==> src/rtl/mrd_pkg.sv <==
package mrd_pkg;
    localparam int PA_W    = 40;
    localparam int BLK_LSB = 28;
    localparam int BLK_W   = PA_W - BLK_LSB;
    localparam int NUM_WIN = 4;
    localparam int TGT_W   = $clog2(NUM_WIN);
    localparam int NUM_CH  = 2;
    localparam int CH_W    = $clog2(NUM_CH);
    localparam int NUM_CS  = 4;
    localparam int POS_W   = $clog2(PA_W);
    localparam int CFG_AW  = 6;
    localparam int CFG_DW  = 32;
    localparam int HI_ZERO = 8;

    localparam logic [CFG_AW-1:0] ADDR_MAP  = 6'h00;
    localparam logic [CFG_AW-1:0] ADDR_MODE = 6'h01;
    localparam int                RNG_BASE  = 32;
    localparam int                POS_RST   = 12;
    localparam int                POS_LSB   = 8;

    typedef logic [NUM_WIN-1:0][TGT_W-1:0] win_map_t;

    typedef struct packed {
        logic             ilv_en;
        logic [POS_W-1:0] ilv_pos;
        win_map_t         win_tgt;
    } mode_t;

    typedef struct packed {
        logic            hit;
        logic [PA_W-1:0] maddr;
    } xlat_t;

    function automatic logic [3:0] win_nib(input int idx);
        case (idx)
            0:       return 4'h0;
            1:       return 4'h8;
            2:       return 4'h9;
            default: return 4'hC;
        endcase
    endfunction

    function automatic win_map_t tgt_identity();
        win_map_t r;
        for (int i = 0; i < NUM_WIN; i++) r[i] = TGT_W'(i);
        return r;
    endfunction

    function automatic xlat_t translate(input logic [PA_W-1:0] pa, input win_map_t tgt);
        xlat_t r;
        r.hit   = 1'b0;
        r.maddr = pa;
        if (pa[PA_W-1 -: HI_ZERO] == '0) begin
            for (int i = 0; i < NUM_WIN; i++) begin
                if (pa[BLK_LSB +: 4] == win_nib(i)) begin
                    r.hit   = 1'b1;
                    r.maddr = '0;
                    r.maddr[BLK_LSB-1:0]       = pa[BLK_LSB-1:0];
                    r.maddr[BLK_LSB +: TGT_W]  = tgt[i];
                end
            end
        end else if (!pa[PA_W-1]) begin
            r.hit = 1'b1;
        end
        return r;
    endfunction
endpackage

==> src/rtl/mrd_cfg_regs.sv <==
module mrd_cfg_regs
    import mrd_pkg::*;
(
    input  logic                                  clk,
    input  logic                                  rst,
    input  logic                                  cfg_we,
    input  logic [CFG_AW-1:0]                     cfg_addr,
    input  logic [CFG_DW-1:0]                     cfg_wdata,
    output mode_t                                 mode,
    output logic [NUM_CH-1:0][NUM_CS-1:0][BLK_W-1:0] rng_lo,
    output logic [NUM_CH-1:0][NUM_CS-1:0][BLK_W-1:0] rng_hi
);
    always_ff @(posedge clk) begin
        if (rst) begin
            mode.ilv_en  <= 1'b0;
            mode.ilv_pos <= POS_W'(POS_RST);
            mode.win_tgt <= tgt_identity();
        end else if (cfg_we) begin
            if (cfg_addr == ADDR_MAP) begin
                mode.win_tgt <= cfg_wdata[NUM_WIN*TGT_W-1:0];
            end else if (cfg_addr == ADDR_MODE) begin
                mode.ilv_en  <= cfg_wdata[0];
                mode.ilv_pos <= cfg_wdata[POS_LSB +: POS_W];
            end
        end
    end

    always_ff @(posedge clk) begin
        if (rst) begin
            rng_lo <= '0;
            rng_hi <= '0;
        end else if (cfg_we) begin
            for (int c = 0; c < NUM_CH; c++) begin
                for (int s = 0; s < NUM_CS; s++) begin
                    if (cfg_addr == CFG_AW'(RNG_BASE + 2*(c*NUM_CS+s)))
                        rng_lo[c][s] <= cfg_wdata[BLK_W-1:0];
                    if (cfg_addr == CFG_AW'(RNG_BASE + 2*(c*NUM_CS+s) + 1))
                        rng_hi[c][s] <= cfg_wdata[BLK_W-1:0];
                end
            end
        end
    end
endmodule

==> src/rtl/mrd_window_xlat.sv <==
module mrd_window_xlat
    import mrd_pkg::*;
(
    input  logic [PA_W-1:0] pa,
    input  win_map_t        tgt,
    output logic            hit,
    output logic [PA_W-1:0] maddr
);
    xlat_t res;
    always_comb res = translate(pa, tgt);
    assign hit   = res.hit;
    assign maddr = res.maddr;
endmodule

==> src/rtl/mrd_cs_match.sv <==
module mrd_cs_match
    import mrd_pkg::*;
#(
    parameter int N = NUM_CS
) (
    input  logic [BLK_W-1:0]        blk,
    input  logic [N-1:0][BLK_W-1:0] lo,
    input  logic [N-1:0][BLK_W-1:0] hi,
    output logic                    any,
    output logic [N-1:0]            pick
);
    logic [N-1:0] hit;

    for (genvar s = 0; s < N; s++) begin : g_cmp
        assign hit[s] = (lo[s] <= blk) && (blk < hi[s]);
    end

    always_comb begin
        pick = '0;
        for (int s = N-1; s >= 0; s--) begin
            if (hit[s]) begin
                pick    = '0;
                pick[s] = 1'b1;
            end
        end
    end

    assign any = |hit;
endmodule

==> src/rtl/mem_route_unit.sv <==
module mem_route_unit
    import mrd_pkg::*;
(
    input  logic              clk,
    input  logic              rst,
    input  logic              i_valid,
    input  logic [PA_W-1:0]   i_addr,
    input  logic              cfg_we,
    input  logic [CFG_AW-1:0] cfg_addr,
    input  logic [CFG_DW-1:0] cfg_wdata,
    output logic              o_valid,
    output logic [PA_W-1:0]   o_maddr,
    output logic [CH_W-1:0]   o_chan,
    output logic [NUM_CS-1:0] o_cs,
    output logic              o_miss
);
    mode_t                                    mode;
    logic [NUM_CH-1:0][NUM_CS-1:0][BLK_W-1:0] rng_lo;
    logic [NUM_CH-1:0][NUM_CS-1:0][BLK_W-1:0] rng_hi;
    logic                                     xl_hit;
    logic [PA_W-1:0]                          xl_maddr;
    logic [NUM_CH-1:0]                        ch_any;
    logic [NUM_CH-1:0][NUM_CS-1:0]            ch_pick;
    logic                                     nxt_hit;
    logic [CH_W-1:0]                          nxt_chan;
    logic [NUM_CS-1:0]                        nxt_cs;

    mrd_cfg_regs u_cfg (
        .clk(clk), .rst(rst), .cfg_we(cfg_we), .cfg_addr(cfg_addr),
        .cfg_wdata(cfg_wdata), .mode(mode), .rng_lo(rng_lo), .rng_hi(rng_hi)
    );

    mrd_window_xlat u_xlat (
        .pa(i_addr), .tgt(mode.win_tgt), .hit(xl_hit), .maddr(xl_maddr)
    );

    for (genvar c = 0; c < NUM_CH; c++) begin : g_ch
        mrd_cs_match #(.N(NUM_CS)) u_match (
            .blk (xl_maddr[PA_W-1:BLK_LSB]),
            .lo  (rng_lo[c]),
            .hi  (rng_hi[c]),
            .any (ch_any[c]),
            .pick(ch_pick[c])
        );
    end

    always_comb begin
        nxt_hit  = 1'b0;
        nxt_chan = '0;
        nxt_cs   = '0;
        if (xl_hit) begin
            if (mode.ilv_en) begin
                nxt_hit = ch_any[0];
                nxt_cs  = ch_pick[0];
                if (ch_any[0] && (int'(mode.ilv_pos) < PA_W))
                    nxt_chan = CH_W'(xl_maddr[mode.ilv_pos]);
            end else begin
                for (int c = NUM_CH-1; c >= 0; c--) begin
                    if (ch_any[c]) begin
                        nxt_hit  = 1'b1;
                        nxt_cs   = ch_pick[c];
                        nxt_chan = CH_W'(c);
                    end
                end
            end
        end
    end

    always_ff @(posedge clk) begin
        if (rst) begin
            o_valid <= 1'b0;
            o_maddr <= '0;
            o_chan  <= '0;
            o_cs    <= '0;
            o_miss  <= 1'b0;
        end else begin
            o_valid <= i_valid;
            o_maddr <= xl_maddr;
            o_chan  <= i_valid ? nxt_chan : '0;
            o_cs    <= i_valid ? nxt_cs : '0;
            o_miss  <= i_valid && !nxt_hit;
        end
    end
endmodule

==> config.mk <==
export PLATFORM = sky130hd
export DESIGN_NAME = mem_route_unit
export DESIGN_NICKNAME = d
export VERILOG_FILES = /design/src/rtl/mrd_pkg.sv /design/src/rtl/mrd_cfg_regs.sv /design/src/rtl/mrd_window_xlat.sv /design/src/rtl/mrd_cs_match.sv /design/src/rtl/mem_route_unit.sv
export SDC_FILE = /design/constraint.sdc
export NUM_CORES = 1
export LEC_CHECK = 0
export CORE_MARGIN = 5
export CORE_UTILIZATION = 40
export DETAILED_ROUTE_END_ITERATION = 16
export PLACE_DENSITY_LB_ADDON = 0.1
export SETUP_SLACK_MARGIN = 0.1
export SLEW_MARGIN = 20
export SYNTH_ARGS = -nofsm -noshare
export SYNTH_HDL_FRONTEND = slang
export SYNTH_SLANG_ARGS = --single-unit
==> constraint.sdc <==
create_clock -name clk -period 7.06 [get_ports clk]
set_input_delay 1.059 -clock clk [delete_from_list [all_inputs] [get_ports clk]]
set_output_delay 1.059 -clock clk [all_outputs]
set_load 0.05 [all_outputs]
==> reports/summary.md <==
The synthesized design spends more area on one cell type than any other, namely sky130_fd_sc_hd__dfxtp_1. The sum of net half-perimeters after detailed placement is 26700 um. Entering global routing, the biggest net connects 90 pins.

The critical path goes through clkdlybuf4s50_1 -> mux2_2 -> a22oi_1 -> o32ai_1 -> a31oi_2 -> buf_4 -> ha_1 -> nor2b_1 -> o211ai_1 -> a21oi_1 -> a2111oi_0 -> o2111a_1 -> a21oi_2 -> and3_1 -> a22o_1. The slowest cell on the critical path is sky130_fd_sc_hd__a2111oi_0. The maximum vdd drop is 0.000183 V, and the routed wire length is 40900 um. The logs give 7.50 ns for the required time reported for the critical path endpoint and 41.9% for the proportion of power drawn by flip-flops and latches. The clock period could shrink to 5.00 ns.

For this run, asynchronously set or reset flops after synthesis account for 0%. The worst hold slack across all endpoints is 0.454 ns, and the synthesized area divided by synthesized cell count is 9.04 um^2. The number of endpoints with negative hold slack in the final report is 0. Row generation in the floorplan step produced 67 rows.

The worst register-to-register path has a setup slack of 3.03 ns. Horizontal die dimension: 195 um. The initial utilization of the core area, before any placement, comes to 40.7%. The tools report the synthesized net count as 1764. The worst hold path was traced through 2 stages. Based on the critical path, the design can be clocked at up to 200 MHz. Of the total power, combinational logic draws 11.3%.

The synthesized design contains 0 enable-type register cells. At the worst endpoint, the arrival time is 5.44 ns. The first global-routing pass estimated 62500 um of wire. The run gives 0 as the final antenna diode count. The CTS root buffer was sky130_fd_sc_hd__clkbuf_16. The fraction of final layout cells with drive strength greater than 1 came out at 6.97%.

The worst register-to-register path begins at u_cfg.mode[3]. STA classifies the critical path startpoint as a primary input. The last weighted congestion value of the routability-driven placer was 0.816; the slew at the pin closest to its max-slew limit was 1.05 ns. In this run the static leakage power is 7.15 nW. Switching part of the total: 25.4%. The tree built by TritonCTS fans out to 254 sinks. The number of buffer cells added on primary ports is 110, and the clock latency on the worst-skew pair is 0.56 ns. The clock network accounts for 46.8% of the total power. The via count of the first global-routing pass was 10500. Count of buffer and inverter cells on the critical path: 2. The run finished with clean final reports. The CTS clock-pin slew for the worst setup and hold paths is 0.06 ns, and the number of buffers on the longest clock path is 3. The cell class contributing the biggest share of worst-path delay was compound AO/OA/AOI/OAI gates. After detailed routing, the number of vias per cell comes to 5.25.

The number of vias after detailed routing is 10900. In the global route stage, met3 resource usage came out at 2.74%. Across the routed clock network, the largest skew measured is 0.0119 ns. The first detailed-routing pass took 5 iterations. The number of pins with negative max-slew slack in the final report is 0, and the maximum level of the CTS H-tree is 1.

The core region is 33700 um^2. For hold timing, the worst endpoint is u_cfg.rng_hi[52]. For met2 alone, demand over resource in global routing was 35.2%.

The floorplan step set the die height to 195 um. The final worst-path setup slack was 2.06 ns. For this design, the CTS-stage hold fixing added 0 buffers. Global routing consumed, over all layers together, 21.0% of the routing resources.

The initial antenna violation count was 1; the layout net count was 1846. Of the post-synthesis cell area, the dominant cell type holds 37.1%. The tools report the total clock buffers created by CTS as 30. Setup repair after global routing left no endpoint under its margin. The net switching power came out at 0.884 mW. For the post-cts sizing count, the log shows 0. The largest single stage delay on the critical path is 0.74 ns.

After the first detailed-routing iteration, the DRC count stood at 675. Synthesis inferred 254 register bits. For this design the ratio of total power to cell area is 214 nW/um^2. The wire length per cell came out at 19.8 um.

After global routing, the most crowded layer is met2. OpenSTA, run right after detailed placement, puts the worst setup slack at 1.50 ns. The count of nets left with antenna violations once routing finished came out at 0. The floorplan step defined a die boundary enclosing 38100 um^2. After synthesis, the netlist uses 77 different library cells.

The synthesized netlist occupies a cell area of 13700 um^2. TritonCTS built the clock tree. The setup violation total in the final timing report is 0. In this run the critical register-to-register path is captured at o_miss.

The start point of the worst min-delay path was u_cfg.rng_hi[52]. Headroom to the max-slew limit came out at 29.6%. The logs give 0 for the number of synthesis warnings and 29.3% for the met1 demand-to-capacity share in global routing. The worst setup path is of the in -> reg kind. The number of cells on the worst reg-to-reg path is 14, and the area overhead of the layout relative to synthesis is 18.8%. 129 I/O pins were placed.

Synthesis produced 1516 cells. After synthesis, the cell types taking the most area are sky130_fd_sc_hd__dfxtp_1, sky130_fd_sc_hd__ha_1, sky130_fd_sc_hd__mux2i_1, sky130_fd_sc_hd__nor2_1, sky130_fd_sc_hd__a21oi_1. Class of the most critical hold timing path: reg -> reg.

The portion of the clock cycle consumed by the worst path in the final layout came out at 70.8%. The endpoint kind of the worst setup timing path is a flip-flop. The internal power consumption came out at 2.59 mW. The sequential fraction of the synthesis area was 37.1%.

In this run the worst path has a maximum fanout of 8. Post-CTS timing repair inserted 0 buffers for setup. For this run, design rule violations remaining after detail routing come to 0.

After routing, the total negative slack on setup checks comes to 0 ns. In the synthesized netlist the dominant register cell turns out to be sky130_fd_sc_hd__dfxtp_1. The tool flagged a number of max-cap violations equal to 0. After global routing the overflow that remains totals 0.
worst max-delay path by stage:
| stage | end | slack [ns] | depth (start not counted) | start |
|---|---|---|---|---|
| final | o_miss | 2.06 | 15 | i_addr[30] |
| after global routing | o_cs[0] | 1.86 | 13 | i_addr[30] |
| after CTS | o_miss | 2.09 | 15 | i_addr[30] |
| after detailed placement | o_miss | 1.50 | 15 | i_addr[30] |
| after global placement | o_miss | 1.58 | 15 | i_addr[30] |
| after floorplan | o_miss | 2.60 | 14 | i_addr[33] |
cell usage after synthesis, types with 3 or more instances:
cell	instances
sky130_fd_sc_hd__xnor2_1	7
sky130_fd_sc_hd__o21a_1	9
sky130_fd_sc_hd__nor3_1	11
sky130_fd_sc_hd__nor3b_1	4
sky130_fd_sc_hd__a2111oi_0	3
sky130_fd_sc_hd__clkbuf_1	75
sky130_fd_sc_hd__inv_1	113
sky130_fd_sc_hd__nand4_1	24
sky130_fd_sc_hd__a21oi_1	98
sky130_fd_sc_hd__a31oi_1	8
sky130_fd_sc_hd__a21o_1	26
sky130_fd_sc_hd__a211o_1	7
sky130_fd_sc_hd__o211ai_1	9
sky130_fd_sc_hd__mux2i_1	162
sky130_fd_sc_hd__nand3_1	39
sky130_fd_sc_hd__nand2_1	75
sky130_fd_sc_hd__o221ai_1	3
sky130_fd_sc_hd__maj3_1	11
sky130_fd_sc_hd__nor2b_1	48
sky130_fd_sc_hd__buf_2	3
sky130_fd_sc_hd__nor2_1	240
sky130_fd_sc_hd__dfxtp_1	254
sky130_fd_sc_hd__or3_1	7
sky130_fd_sc_hd__buf_1	4
sky130_fd_sc_hd__and4_1	5
sky130_fd_sc_hd__and3_1	8
sky130_fd_sc_hd__a221oi_1	3
sky130_fd_sc_hd__o21ai_0	17
sky130_fd_sc_hd__xor2_1	11
sky130_fd_sc_hd__ha_1	166
sky130_fd_sc_hd__mux4_2	9
through the flow:
| step | util, % | cells | total power, mW | instance area [um^2] |
|---|---|---|---|---|
| after floorplan | - | 1516 | 1.72 | 13700 |
| after global placement | 45.2 | 2014 | 1.88 | 15200 |
| final | 48.3 | 2070 | 3.48 | 16300 |
| after CTS | 48.3 | 2070 | 3.52 | 16300 |
| after global routing | 48.3 | 2070 | 3.61 | 16300 |
| after detailed placement | 45.2 | 2014 | 1.88 | 15200 |
logic make-up (layout without fill, tap and decap cells):
family	count (synthesis)	count (layout)	share of synthesized area [%]
AND/OR/NAND/NOR	477	477	16.1
flip-flops	254	254	37.1
AO/OA/AOI/OAI	212	212	10.2
buffers and inverters	204	310	5.81
adder cells (fa/ha/maj)	177	177	16.0
multiplexers	174	174	13.7
XOR/XNOR	18	18	1.15
placed cells by master (no fill, tap or decap), types with 3 or more instances in the layout:
cell type	instances
sky130_fd_sc_hd__nand3_1	39
sky130_fd_sc_hd__and3_1	8
sky130_fd_sc_hd__a31oi_1	7
sky130_fd_sc_hd__mux4_2	9
sky130_fd_sc_hd__clkbuf_16	31
sky130_fd_sc_hd__o21a_1	9
sky130_fd_sc_hd__a2111oi_0	3
sky130_fd_sc_hd__a21o_1	26
sky130_fd_sc_hd__clkinv_2	5
sky130_fd_sc_hd__nor2_1	239
sky130_fd_sc_hd__clkbuf_1	7
sky130_fd_sc_hd__ha_1	166
sky130_fd_sc_hd__nor3b_1	4
sky130_fd_sc_hd__a21oi_1	98
sky130_fd_sc_hd__clkdlybuf4s50_1	107
sky130_fd_sc_hd__o211ai_1	9
sky130_fd_sc_hd__or3_1	7
sky130_fd_sc_hd__nor3_1	10
sky130_fd_sc_hd__bufinv_16	3
sky130_fd_sc_hd__a221oi_1	3
sky130_fd_sc_hd__xnor2_1	7
sky130_fd_sc_hd__o21ai_0	16
sky130_fd_sc_hd__and4_1	5
sky130_fd_sc_hd__inv_1	113
sky130_fd_sc_hd__nand4_1	24
sky130_fd_sc_hd__dfxtp_1	254
sky130_fd_sc_hd__xor2_1	11
sky130_fd_sc_hd__nor2b_1	48
sky130_fd_sc_hd__nand2_1	75
sky130_fd_sc_hd__a211o_1	7
sky130_fd_sc_hd__buf_4	28
sky130_fd_sc_hd__clkbuf_8	10
sky130_fd_sc_hd__maj3_1	11
sky130_fd_sc_hd__o221ai_1	3
sky130_fd_sc_hd__mux2i_1	162
layer usage:
layer / wire [um] / part of all wire (%)
met5: 13 / 0.032
met4: 752 / 1.8
met3: 1800 / 4.4
met2: 19000 / 46
met1: 19400 / 47
cell type report:
class / count / area (um^2)
Fill cell: 3248 / 17400
Timing Repair Buffer: 138 / 1310
Tap cell: 448 / 561
Multi-Input combinational cell: 1058 / 7840
Sequential cell: 254 / 5080
Clock inverter: 9 / 123
Inverter: 116 / 438
Clock buffer: 47 / 926
registers in the layout (all words and copies together), names as in the netlist:
| name | cells |
|---|---|
| o_chan | 1 |
| o_miss | 1 |
| o_cs | 4 |
| o_valid | 1 |
| u_cfg.rng_hi | 96 |
| u_cfg.mode | 15 |
| u_cfg.rng_lo | 96 |
| o_maddr | 40 |
tightest hold or removal path: cells and delay by family (launching register included):
kind,cells,cell delay [ns]
flip-flops,1,0.31
AND/OR/NAND/NOR,1,0.05
AO/OA/AOI/OAI,1,0.05
power by group through the flow:
| stage | Combinational, mW | Clock [mW] | Sequential, mW |
|---|---|---|---|
| detailed placement | 0.394 | 0 | 1.49 |
| global route | 0.426 | 1.73 | 1.46 |
| CTS | 0.396 | 1.67 | 1.46 |
| floorplan | 0.181 | 0 | 1.54 |
| global placement | 0.390 | 0 | 1.49 |
| finish | 0.394 | 1.63 | 1.46 |
No activity file was read; power rests on OpenSTA's default activity.
